## config.mk

```make
export PLATFORM = sky130hd
export DESIGN_NAME = boot_addr_sel
export DESIGN_NICKNAME = d
export VERILOG_FILES = /design/src/rtl/boot_sel_pkg.sv /design/src/rtl/boot_force_capture.sv /design/src/rtl/boot_release_ctrl.sv /design/src/rtl/boot_addr_former.sv /design/src/rtl/boot_addr_sel.sv
export SDC_FILE = /design/constraint.sdc
export NUM_CORES = 1
export LEC_CHECK = 0
export CAP_MARGIN = 20
export CORE_MARGIN = 5
export CORE_UTILIZATION = 33
export CTS_CLUSTER_DIAMETER = 120
export DETAILED_ROUTE_END_ITERATION = 6
export GPL_TIMING_DRIVEN = 0
export PLACE_DENSITY_LB_ADDON = 0.08
export SYNTH_ARGS = -nofsm -noshare
export SYNTH_HDL_FRONTEND = slang
export SYNTH_SLANG_ARGS = --single-unit
```

## constraint.sdc

```tcl
create_clock -name clk -period 1.2 [get_ports clk]
set_input_delay 0.18 -clock clk [delete_from_list [all_inputs] [get_ports clk]]
set_output_delay 0.18 -clock clk [all_outputs]
set_load 0.02 [all_outputs]
```

## src/rtl/boot_sel_pkg.sv

```systemverilog
package boot_sel_pkg;

  typedef struct packed {
    logic by_status;
    logic by_force;
  } alt_cause_t;

  function automatic logic alt_selected(input alt_cause_t c);
    return c.by_status | c.by_force;
  endfunction

endpackage

```

## src/rtl/boot_force_capture.sv

```systemverilog
module boot_force_capture (
  input  logic clk,
  input  logic por_n,
  input  logic force_alt,
  output logic force_seen
);

  always_ff @(posedge clk) begin
    if (!por_n) force_seen <= force_alt;
  end

  // outside power-on reset the captured strap never moves
  p_force_hold_r4: assert property (@(posedge clk) disable iff (!por_n)
    por_n |=> $stable(force_seen));

endmodule

```

## src/rtl/boot_release_ctrl.sv

```systemverilog
module boot_release_ctrl (
  input  logic clk,
  input  logic rst_any_n,
  output logic valid_q,
  output logic latch_pulse
);

  assign latch_pulse = !valid_q;

  always_ff @(posedge clk or negedge rst_any_n) begin
    if (!rst_any_n) valid_q <= 1'b0;
    else            valid_q <= 1'b1;
  end

  p_valid_sticky_r5: assert property (@(posedge clk) disable iff (!rst_any_n)
    valid_q |=> valid_q);

  p_latch_sets_valid_r5: assert property (@(posedge clk) disable iff (!rst_any_n)
    latch_pulse |=> valid_q);

endmodule

```

## src/rtl/boot_addr_former.sv

```systemverilog
module boot_addr_former
  import boot_sel_pkg::*;
#(
  parameter int STATUS_W = 8,
  parameter int VEC_W    = 8,
  parameter int ADDR_W   = 16
) (
  input  logic [STATUS_W-1:0] boot_status,
  input  logic [VEC_W-1:0]    boot_vector,
  input  logic                force_seen,
  output logic [ADDR_W-1:0]   next_addr,
  output alt_cause_t          next_cause
);

  localparam int LOW_W = ADDR_W - VEC_W;

  function automatic logic [ADDR_W-1:0] form_addr(input logic alt,
                                                  input logic [VEC_W-1:0] vec);
    return alt ? {vec, {LOW_W{1'b0}}} : '0;
  endfunction

  always_comb begin
    next_cause.by_status = |boot_status;
    next_cause.by_force  = force_seen;
    next_addr            = form_addr(alt_selected(next_cause), boot_vector);
  end

endmodule

```

## src/rtl/boot_addr_sel.sv

```systemverilog
module boot_addr_sel
  import boot_sel_pkg::*;
#(
  parameter int STATUS_W = 8,
  parameter int VEC_W    = 8,
  parameter int ADDR_W   = 16
) (
  input  logic                clk,
  input  logic                por_n,
  input  logic                warm_rst_n,
  input  logic [STATUS_W-1:0] boot_status,
  input  logic [VEC_W-1:0]    boot_vector,
  input  logic                force_alt,
  output logic [ADDR_W-1:0]   start_addr,
  output logic                start_valid,
  output logic                alt_taken,
  output logic                alt_by_status,
  output logic                alt_by_force
);

  localparam int LOW_W = ADDR_W - VEC_W;

  logic             rst_any_n;
  logic             force_seen;
  logic             latch_pulse;
  logic [ADDR_W-1:0] next_addr;
  alt_cause_t       next_cause;
  alt_cause_t       cause_q;

  assign rst_any_n = por_n & warm_rst_n;

  boot_force_capture u_force (
    .clk        (clk),
    .por_n      (por_n),
    .force_alt  (force_alt),
    .force_seen (force_seen)
  );

  boot_release_ctrl u_rel (
    .clk         (clk),
    .rst_any_n   (rst_any_n),
    .valid_q     (start_valid),
    .latch_pulse (latch_pulse)
  );

  boot_addr_former #(
    .STATUS_W (STATUS_W),
    .VEC_W    (VEC_W),
    .ADDR_W   (ADDR_W)
  ) u_form (
    .boot_status (boot_status),
    .boot_vector (boot_vector),
    .force_seen  (force_seen),
    .next_addr   (next_addr),
    .next_cause  (next_cause)
  );

  always_ff @(posedge clk or negedge rst_any_n) begin
    if (!rst_any_n) begin
      start_addr <= '0;
      cause_q    <= '0;
    end else if (latch_pulse) begin
      start_addr <= next_addr;
      cause_q    <= next_cause;
    end
  end

  assign alt_by_status = cause_q.by_status;
  assign alt_by_force  = cause_q.by_force;
  assign alt_taken     = alt_selected(cause_q);

  // the primary path always yields the zero address
  p_primary_zero_r1: assert property (@(posedge clk) disable iff (!rst_any_n)
    (start_valid && !alt_taken) |-> (start_addr == '0));

  // the alternate path keeps the low byte clear
  p_alt_low_zero_r2: assert property (@(posedge clk) disable iff (!rst_any_n)
    alt_taken |-> (start_addr[LOW_W-1:0] == '0));

  // the decision is frozen once valid
  p_addr_frozen_r6: assert property (@(posedge clk) disable iff (!rst_any_n)
    start_valid |=> ($stable(start_addr) && $stable(cause_q)));

  // the latched strap cause follows the captured strap
  p_force_cause_r7: assert property (@(posedge clk) disable iff (!rst_any_n)
    latch_pulse |=> (alt_by_force == $past(force_seen)));

  // nothing is reported before valid
  p_quiet_before_valid_r5: assert property (@(posedge clk) disable iff (!rst_any_n)
    !start_valid |-> (start_addr == '0 && !alt_taken));

endmodule

```

== Word level (Yosys, flattened, before mapping) ==
Index checks and enable logic that the tools add are counted.

* Register bits after elaboration: 20
* Bits of input ports: 20
* Output and inout bits: 20
* Word-level logic and storage cells: 10

* Muxes and demuxes: 1
* Bitwise operators: 3
* Reduce and logical (&&, ||, !) cells: 1

{| class="wikitable"
|+ Operators by type and width
! kind !! count
|-
| 16-bit 2-to-1 mux || 1
|-
| 8-bit OR reduction || 1
|-
| 1-bit bitwise OR || 2
|-
| 1-bit bitwise AND || 1
|}

== Logic depth before layout (Yosys ltp) ==
Gate-level depths: netlist of the first run.

* Depth in word-level cells: 3
* Mapped depth: 4
* Depth with buffers taken out: 3

== Cells and area by module ==
From an unflattened synthesis of the first run, not the netlist that was laid out.

* Cells, all modules: 75
* Area total of the unflattened synthesis: 984.7 um2

{| class="wikitable"
|+ By module, submodules not included
! module !! instances !! cells each !! area an instance (um2) !! sequential area each (um2)
|-
| boot_addr_sel || 1 || 40 || 734.5 || 450.4
|-
| boot_addr_former || 1 || 30 || 183.9 || 0.0
|-
| boot_force_capture || 1 || 2 || 33.8 || 30.0
|-
| boot_release_ctrl || 1 || 3 || 32.5 || 25.0
|}

== Least setup slack after synthesis of the first run ==
Ideal clock, no wire load.

* Path kind: flip-flop to flip-flop
* From: register u_rel.valid_q
* To: register cause_q, in the netlist alt_by_status
* Setup time: 78 ps
* Data arrival time: 1135 ps
* Required time: 1122 ps
* Slack: -12 ps
* Cell stages (with the launch flop): 5
* Path buffers: 2
* Period minus slack after synthesis: 1212 ps
* Cell sequence: dfrtp_1 > clkbuf_1 > clkbuf_1 > nor3_1 > a21oi_1

{| class="wikitable"
|+ RTL lines
! item !! RTL line !! text
|-
| start, declared || boot_release_ctrl.sv:4 || <nowiki>output logic valid_q,</nowiki>
|-
| start signal, assigned || boot_release_ctrl.sv:11 || <nowiki>if (!rst_any_n) valid_q <= 1'b0;</nowiki>
|-
| start signal, assigned || boot_release_ctrl.sv:12 || <nowiki>else valid_q <= 1'b1;</nowiki>
|-
| end signal, assigned || boot_addr_sel.sv:64 || <nowiki>cause_q <= next_cause;</nowiki>
|-
| end, declared || boot_addr_sel.sv:28 || <nowiki>alt_cause_t cause_q;</nowiki>
|}

== Final worst setup path of the first run ==
* From: register cause_q, in the netlist alt_by_force
* To: output alt_taken

* Longest elaborated chain between the ends: 1

{| class="wikitable"
|+ Ends and longest elaborated chain
! item !! RTL line !! text
|-
| 1-bit bitwise OR || boot_sel_pkg.sv:9 || <nowiki>return c.by_status | c.by_force;</nowiki>
|-
| end, declared || boot_addr_sel.sv:16 || <nowiki>output logic alt_taken,</nowiki>
|}

No other way between the ends.

==> run_results.csv, run 1 <==
group,metric,value,unit
status,status,"finished, violations left",
status,violations,"setup timing",
yosys,yosys-top-cells-area,"dfrtp_1 48%, buf_4 10%, nand2b_1 8.7%",
grt,grt_use_total,0.112,
setup_path,endpoint_kind,"primary output",
setup_path,critPathCapture,"alt_taken",
placement,dp.cells,113,
drt,first_pass_iters,3,
drt,vias,496,
placement,dpl.hpwl,1040,um
setup_path,r2r_setup_slack,110,ps
grt,grt_pass1_wl,2200,um
pwr,peakVddDrop,0.000693,V
yosys,syn_area_per_cell,9.94,um2
floorplanning,initial_core_util,0.341,
yosys,synth_top_area_cell,"dfrtp_1",
grt,antenna_found_initial,0,
pwr,p_leak,0.000497,uW
sta,fin_tns_setup,-22.0,ps
pwr,p_total,1020,uW
cts,htreeDepth,1,
finish,register_area,305,um2
drt,drtIter0Drc,1,
setup_path,reg2reg_from,"u_rel.valid_q",
setup_path,critPathLaunchType,"flip-flop",
placement,placed_area,940,um2
drt,viasPerCell,4.20,
yosys,synth_cell_types,17,
floorplanning,ios,40,
setup_path,required,1020,ps
setup_path,max_stage_delay,400,ps
pwr,cellPowerDensity,1020,nW/um2
finish,multi_input_area,251,um2
setup_path,rr_worst_depth,4,
finish,n_fill_cell,161,
grt,grt_max_degree,12,
cts,cts_buffers,3,
drt,drc,0,
cts,hold_buffers,0,
setup_path,worstPathMaxFanout,3,
placement,gp_congestion,0.663,
sta,skew,0.830,ps
cts,cts_root_buffer,"clkbuf_4",
sta,hold_violations,0,
finish,finalInstanceArea,1000,um2
finish,layout-drive-gt1-share,0.267,
yosys,synth.cell_area,577,um2
sta,worst_slew_pin_slew,501,ps
setup_path,r2r-end,"alt_by_status",
min_path,hp-class,"input pin to async pin",
floorplanning,dieArea,2680,um2
cts,cts_tree,"yes",
placement,port_buffers,31,
sta,slew_violations,0,
setup_path,worstPathArrival,1040,ps
floorplanning,rows,15,
drt,wl_per_cell,11.7,um
finish,utilization,0.592,
grt,grt_pass1_vias,498,
drt,routed_wl,1390,um
drt,ant_nets,0,
yosys,synth_top_area_share,0.477,
finish,antennaDiodeCount,0,
finish,nets,122,
sta,max_freq,818,MHz
sta,slew_headroom,0.666,
cts,worst_skew_pair.late_latency,260,ps
cts,cts_buffer_depth,2,
setup_path,path_cells,"or2_4 -> buf_6",
sta,fin_ws,-22.0,ps
floorplanning,die_w,51.8,um
sta,setup_viol,1,
floorplanning,coreArea,1690,um2
grt,overflow,0,
yosys,seq_area_frac_synth,0.529,
setup_path,crit_slowest_cell,"dfrtp_1",
yosys,ys_warn_count,0,
yosys,syn_inst,58,
setup_path,path_class,"flip-flop to primary output",
floorplanning,die_h,51.8,um
sta,grt_setup_unrepaired,"yes",
cts,clock-sinks,12,
setup_path,cp-startpoint,"alt_by_force",
finish,instances_no_fill,118,
yosys,ys_ff_latch,12,
sta,period_share,1.02,
flow_run,cap_violations,0,
cts,clk_pin_slew,80,ps
sta,period_needed,1220,ps
finish,syn2layout_area_growth,73.3,%
## metrics by stage
step / setup slack (ps) / hold WS, ps
2_1_floorplan: 2.42 / 118
6_report: -22.0 / 336
4_1_cts: -85.6 / 352
3_5_place_dp: -584 / 475
5_1_grt: -67.1 / 374
3_3_place_gp: -556 / 465
## worst min path at each step
stage	start	end	slack, ps	cells past startpoint
2_1_floorplan	warm_rst_n	alt_by_force	120	1
3_3_place_gp	start_addr[9]	start_addr[9]	470	2
3_5_place_dp	start_addr[15]	start_addr[15]	480	2
4_1_cts	warm_rst_n	start_addr[10]	350	2
5_1_grt	warm_rst_n	start_addr[13]	370	2
6_report	warm_rst_n	start_addr[13]	340	2
## cells by family after synthesis
group | Yosys count | synth area share
multiplexers | 1 | 0.0195
flip-flops | 12 | 0.529
AND/OR/NAND/NOR | 22 | 0.230
AO/OA/AOI/OAI | 9 | 0.0781
buffers and inverters | 12 | 0.130
other | 2 | 0.0130
## area by class of cell
| cell class | instances | share of cell area |
|---|---|---|
| flip-flops and latches | 12 | 0.305 |
| well taps | 17 | 0.0213 |
| inverters | 2 | 0.00751 |
| multi-input cells | 41 | 0.252 |
| repair buffers | 32 | 0.305 |
| clock buffers | 4 | 0.0363 |
| plain buffers | 10 | 0.0726 |
## routing by layer
metal | global-route usage | part of all wire | up-vias
met5 | 0 | 0 | -
met4 | 0.0393 | 0 | 0
met3 | 0.0344 | 0.097 | 0
met2 | 0.206 | 0.53 | 21
met1 | 0.120 | 0.37 | 219
li1 | - | - | 256
## power breakdown
group	switching (uW)	internal (uW)
logic	122	125
registers	18.1	442
clock network	130	184
total	270	751
## flip-flops by register name (all words and copies together) (netlist names)
name	flops
alt_by_force	1
alt_by_status	1
start_addr	8
u_rel.valid_q	1
u_force.force_seen	1
## cell usage after synthesis
cell type / number
dfrtp_1: 11
buf_4: 8
nand2_1: 8
nand2b_1: 8
o21ai_0: 8
clkbuf_1: 2
conb_1: 2
inv_1: 2
a21oi_1: 1
and2_1: 1
edfxtp_1: 1
mux2_2: 1
nor3_1: 1
nor3_4: 1
or2_2: 1
or4_1: 1
or4_4: 1
## cells in the final DEF, fill, tap and decap left out
| cell | count |
|---|---|
| buf_2 | 1 |
| nor3_4 | 1 |
| clkdlybuf4s15_1 | 5 |
| mux2_2 | 1 |
| dfrtp_1 | 11 |
| clkbuf_8 | 1 |
| or2_4 | 1 |
| conb_1 | 9 |
| dlygate4sd2_1 | 14 |
| clkbuf_4 | 3 |
| buf_4 | 9 |
| nor3_1 | 1 |
| or4_4 | 2 |
| and2_1 | 1 |
| clkdlybuf4s50_1 | 11 |
| nand2_1 | 8 |
| nand2b_1 | 8 |
| buf_6 | 2 |
| inv_1 | 2 |
| o21ai_1 | 2 |
| a21oi_1 | 1 |
| o21ai_2 | 6 |
| edfxtp_1 | 1 |
## worst max-delay path: cells and delay by family, from the launching register on
family	cells	cell delay (ps)
buffers and inverters	1	130
flip-flops	1	400
AND/OR/NAND/NOR	1	250
## timing repair
action / 4_1_cts / 5_1_grt
setup endpoints to repair: 21 / 13
gates resized for setup: 40 / 11
pin swaps: 9 / 3
setup buffers: 1 / 0
Note: power is estimated with default switching activity, not from simulation.
==> run 2, diff against run 1 <==
RECOVER_POWER = 25   (was not set)
==> run 2 against run 1 <==
  * Largest power group unchanged
  * Via count increased by 0.20%
  * Critical path depth did not move
  * Hold slack improved by 89 ps
  * First-iteration DRC count unchanged
  * Utilization stayed put
  * Maximum frequency did not move
  * Critical path type unchanged
  * Combinational power hardly changed
  * Clock-buffer cell count is the same
  * Die area unchanged
  * The flow still finishes with violations (setup timing)
  * Power shrank 0.14%
  * Clock skew unchanged
  * Non-clock buffer count is the same
==> run_results.csv, run 2 (synthesis gave the netlist of run 1 again) <==
group,metric,value,unit
cts,htreeDepth,1,
placement,dpl.hpwl,1040,um
min_path,hp-class,"input pin to async pin",
drt,routed_wl,1380,um
drt,drtIter0Drc,1,
floorplanning,die_h,51.8,um
cts,clock-sinks,12,
pwr,p_total,1020,uW
sta,worst_slew_pin_slew,719,ps
setup_path,endpoint_kind,"primary output",
grt,grt_pass1_vias,498,
grt,antenna_found_initial,0,
grt,grt_use_total,0.112,
sta,period_share,1.02,
cts,cts_tree,"yes",
pwr,p_clk_frac,0.308,
finish,n_fill_cell,161,
cts,hold_buffers,0,
drt,drc,0,
drt,vias,497,
floorplanning,die_w,51.8,um
setup_path,r2r_setup_slack,110,ps
floorplanning,ios,40,
sta,fin_ws,-22.0,ps
floorplanning,coreArea,1690,um2
placement,gp_congestion,0.663,
placement,port_buffers,31,
pwr,p_leak,0.000497,uW
setup_path,critPathLaunchType,"flip-flop",
sta,fin_tns_setup,-22.0,ps
finish,antennaDiodeCount,0,
finish,final_common_cell,"dlygate4sd2_1",
sta,slew_violations,0,
finish,regMostFlops,"start_addr",
sta,max_freq,818,MHz
grt,grt_pass1_wl,2200,um
pwr,seq_power_share,0.451,
setup_path,rr_worst_depth,4,
finish,largest_reg_flops,8,
sta,grt_setup_unrepaired,"yes",
setup_path,worstPathMaxFanout,3,
cts,worst_skew_pair.late_latency,260,ps
pwr,p_switching,270,uW
finish,nets,122,
pwr,power_frac_comb,0.241,
placement,dp_slack,-584,ps
setup_path,path_class,"flip-flop to primary output",
drt,ant_nets,0,
cts,cts_buffer_depth,2,
sta,period_needed,1220,ps
drt,first_pass_iters,3,
cts,cts_root_buffer,"clkbuf_4",
cts,cts_buffers,3,
flow_run,cap_violations,0,
pwr,peakVddDrop,0.000692,V
status,status,"finished, violations left",
setup_path,required,1020,ps
sta,slew_headroom,0.520,
floorplanning,initial_core_util,0.341,
pwr,p_int,750,uW
drt,wl_per_cell,11.7,um
sta,whs,425,ps
cts,clk_pin_slew,80,ps
finish,layout-drive-gt1-share,0.267,
status,violations,"setup timing",
pwr,p_sw_frac,0.265,
sta,skew,0.830,ps
setup_path,worstPathArrival,1040,ps
sta,setup_viol,1,
floorplanning,rows,15,
finish,syn2layout_area_growth,73.3,%
drt,viasPerCell,4.21,
pwr,cellPowerDensity,1020,nW/um2
floorplanning,dieArea,2680,um2
grt,overflow,0,
sta,hold_violations,0,
setup_path,r2r-end,"alt_by_status",
finish,mostFrequentLayoutCells,"14 x dlygate4sd2_1, 11 x dfrtp_1, 9 x buf_4, 9 x conb_1, 9 x clkdlybuf4s50_1",
setup_path,reg2reg_from,"u_rel.valid_q",
grt,grt_max_degree,12,
finish,utilization,0.592,
[run 2: how the worst max path moves through the flow]
stage	startpoint	to	depth (start not counted)
2_1_floorplan	boot_status[7]	start_addr[10]	3
3_3_place_gp	boot_status[7]	start_addr[13]	4
3_5_place_dp	boot_status[7]	start_addr[10]	4
4_1_cts	alt_by_force	alt_taken	2
5_1_grt	alt_by_force	alt_taken	2
6_report	alt_by_force	alt_taken	2
[run 2: power groups by stage]
stage	clock network, uW	registers [uW]	logic [uW]
final	314	460	245
after global placement	0	469	260
after detailed placement	0	469	262
after global routing	348	466	267
after CTS	324	460	245
after floorplan	0	507	88.1
[run 2: through the flow]
stage / cell area (um2) / cells
final: 1000 / 118
after global routing: 1000 / 118
after CTS: 983 / 118
after detailed placement: 940 / 113
after global placement: 940 / 113
after floorplan: 608 / 65
[run 2: final cells by class]
class,count,area (um2),share of cell area
multi-input cells,41,251,0.252
inverters,2,7.51,0.00751
repair buffers,32,305,0.305
flip-flops and latches,12,305,0.305
well taps,17,21.3,0.0213
clock buffers,4,36.3,0.0363
plain buffers,10,72.6,0.0726
[run 2: repair_timing]
item / CTS / global route
setup endpoints to repair: 21 / 13
pin swaps: 9 / 3
resized for setup: 40 / 11
gates cloned: 0 / 0
endpoints found under the hold margin: 0 / 0
buffers inserted: 1 / 0
[run 2: layer usage]
layer,vias up,share of wire,GRT usage,wire length (um)
met5,-,0,0,0
met2,21,0.53,0.206,737
met3,0,0.097,0.0344,134
met4,0,0,0.0393,0
li1,256,-,-,-
met1,220,0.37,0.120,512
[run 2: worst max-delay path, stage by stage, from the launching register on]
cell and delay [ps]:
dfrtp_1 400, or2_4 250, buf_6 130
==> run 3, diff against run 2 <==
ABC_AREA = 1   (was not set)
ABC_CLOCK_PERIOD_IN_PS = 1200   (was not set)
CORE_UTILIZATION = 42   (was 33)
SYNTH_HIERARCHICAL = 1   (was not set)
==> run 3 against run 2 <==
  * The run still ends with setup timing left
  * Maximum frequency shrank 4.5%
  * Sequential power grew 68%
  * Global-route usage grew 0.81 points
  * Utilization grew 5.2 points
  * Register-to-register slack lost 60 ps
  * First-iteration DRC count grew to 7.0 times the previous value
  * Hold slack lost 58 ps
  * Area after synthesis grew 69%
  * Synthesized cell count grew 110%
  * Combinational power grew 53%
  * Critical path type unchanged
  * Largest cell class is now sequential cells
  * Highest routed layer unchanged
==> run_results.csv, run 3 <==
group,metric,value,unit
setup_path,cp-startpoint,"alt_by_force",
placement,placed_area,1430,um2
floorplanning,ios,40,
setup_path,reg2reg_from,"u_rel/valid_q",
sta,setup_viol,1,
yosys,ys_warn_count,6,
sta,hold_violations,0,
drt,drtIter0Drc,7,
sta,period_needed,1280,ps
floorplanning,rows,17,
floorplanning,coreArea,2210,um2
yosys,syn_area_per_cell,8.18,um2
grt,grt_use_total,0.120,
sta,worst_slew_pin_slew,715,ps
drt,vias,829,
cts,cts_root_buffer,"clkbuf_4",
finish,mostFrequentLayoutCells,"52 x nand2_1, 19 x dfrtp_1, 17 x clkdlybuf4s50_1",
pwr,p_total,1700,uW
sta,skew,12.0,ps
setup_path,path_cells,"or2_4 -> buf_6",
yosys,synth_top_area_share,0.488,
sta,max_freq,781,MHz
setup_path,required,1020,ps
yosys,synth_top_family_by_area,"simple AND/OR/NAND/NOR gates",
yosys,synthFlopType,"dfrtp_1",
sta,slew_violations,0,
yosys,synth_mux_area_frac,0,
floorplanning,initial_core_util,0.440,
cts,clk_pin_slew,120,ps
finish,largest_reg_flops,16,
yosys,seq_area_frac_synth,0.519,
setup_path,worstPathArrival,1100,ps
setup_path,path_buf_inv,1,
yosys,synthAdderAreaFrac,0,
yosys,syn_inst,119,
placement,gp_congestion,0.770,
setup_path,endpoint_kind,"primary output",
yosys,yosysMostFrequentCell,"nand2_1",
pwr,peakVddDrop,0.000704,V
sta,period_share,1.07,
pwr,p_leak,0.000803,uW
placement,dpl.hpwl,1530,um
flow_run,cap_violations,0,
floorplanning,dieArea,3380,um2
status,status,"finished, violations left",
finish,syn2layout_area_growth,46.3,%
yosys,synth_compound_area_frac,0.0411,
yosys,synth_simple_gate_area_frac,0.266,
cts,cts_buffers,3,
drt,top_layer_used,"met3",
drt,met2WireLength,928,um
yosys,synth_cell_types,14,
yosys,synth_edf_count,1,
sta,slew_headroom,0.523,
finish,regMostFlops,"start_addr",
cts,htreeDepth,1,
yosys,synthXorXnorAreaFrac,0,
pwr,cellPowerDensity,1190,nW/um2
cts,clock-sinks,20,
yosys,ys_ff_latch,20,
finish,instances_no_fill,199,
min_path,hp-class,"input pin to async pin",
finish,nets,192,
floorplanning,die_h,58.1,um
yosys,synth.cell_area,973,um2
yosys,async_reset_ff_frac,0.950,
cts,worst_skew_pair.late_latency,300,ps
status,violations,"setup timing",
sta,fin_ws,-80.0,ps
drt,drc,0,
grt,grt_max_degree,20,
floorplanning,die_w,58.1,um
setup_path,crit_slowest_cell,"dfrtp_1",
drt,first_pass_iters,4,
drt,wl_per_cell,9.72,um
placement,port_buffers,39,
drt,routed_wl,1940,um
finish,layout-drive-gt1-share,0.257,
finish,finalInstanceArea,1420,um2
grt,overflow,0,
setup_path,path_class,"flip-flop to primary output",
setup_path,worstPathMaxFanout,3,
cts,cts_buffer_depth,2,
cts,cts_tree,"yes",
yosys,yosys-top-cells-area,"dfrtp_1 49%, nand2_1 20%, buf_4 7.7%",
setup_path,critPathLaunchType,"flip-flop",
sta,grt_setup_unrepaired,"yes",
drt,drt-met1-wl,819,um
grt,antenna_found_initial,0,
finish,antennaDiodeCount,0,
drt,viasPerCell,4.17,
grt,grt_pass1_vias,748,
finish,final_common_cell,"nand2_1",
setup_path,cp_top_family,"flip-flops",
drt,ant_nets,0,
yosys,synth_top_area_cell,"dfrtp_1",
placement,dp.cells,193,
grt,grt_pass1_wl,3170,um
setup_path,max_stage_delay,420,ps
drt,met3_length,187,um
yosys,ys_top_cells_by_count,"52 x nand2_1, 19 x dfrtp_1, 13 x inv_1",
run 3: changes by cell type in the layout (fill, tap and decap cells not counted), moves of 4 or more:
cell             delta
inv_1              +11
dfrtp_1             +8
clkdlybuf4s50_1     +8
nand2_1            +44
nor2_1              +4
o21ai_2             -6
dlygate4sd2_1      -14
nand2_2             +5
nand2b_1            -8
a21oi_1             +7
clkbuf_2           +15
run 3: final timing paths:
path                                       end  slack, ps  cells past startpoint
worst min register to register   start_addr[7]        480                      2
worst max register to register   start_addr[6]         50                      6
min in group clk                start_addr[12]        470                      5
worst max-delay path                 alt_taken        -80                      2
worst min-delay path             u_rel/valid_q        370                      3
max in group asynchronous        start_addr[4]        260                      3
run 3: kinds of logic after synthesis:
kind of cell,Yosys count
simple gates,63
buf+inv,26
flops,20
compound gates,8
other cells,2
run 3: where the power goes:
part	switching [uW]	internal, uW	leakage, uW
registers	33.8	737	0.000248
logic	197	178	0.000528
clock network	213	338	0.0000279
total	444	1250	0.000803
run 3: final cells by class:
class | instances | area, um2
well taps | 28 | 35.0
clock inverters | 1 | 30.0
fillers | 210 | 788
plain buffers | 12 | 95.1
flip-flops and latches | 20 | 505
clock buffers | 3 | 22.5
multi-input cells | 80 | 335
repair buffers | 41 | 340
inverters | 14 | 60.1
run 3: routing by layer:
metal  vias up  global-route usage
met5         -                   0
met4         0              0.0331
met3         0              0.0490
met2        27               0.202
met1       367               0.141
li1        435                   -
run 3: per-stage QoR:
step | util | worst slack [ps] | TNS [ps] | hold WS [ps]
final | 0.644 | -80.0 | -80.0 | 367
after global routing | 0.644 | -128 | -420 | 423
after CTS | 0.666 | -154 | -184 | 380
after detailed placement | 0.644 | -181 | -2450 | 460
after global placement | 0.644 | -166 | -2630 | 452
after floorplan | - | 163 | 0 | 172
run 3: what timing repair did:
action | CTS | global route
hold buffers | 0 | 0
setup buffers | 0 | 2
endpoints found under the setup margin | 20 | 17
resized for setup | 43 | 19
pin swaps | 0 | 1
run 3: tightest hold or removal path, stage by stage:
cell,delay (ps)
clkdlybuf4s50_1,450
nand2_1,40
inv_1,520
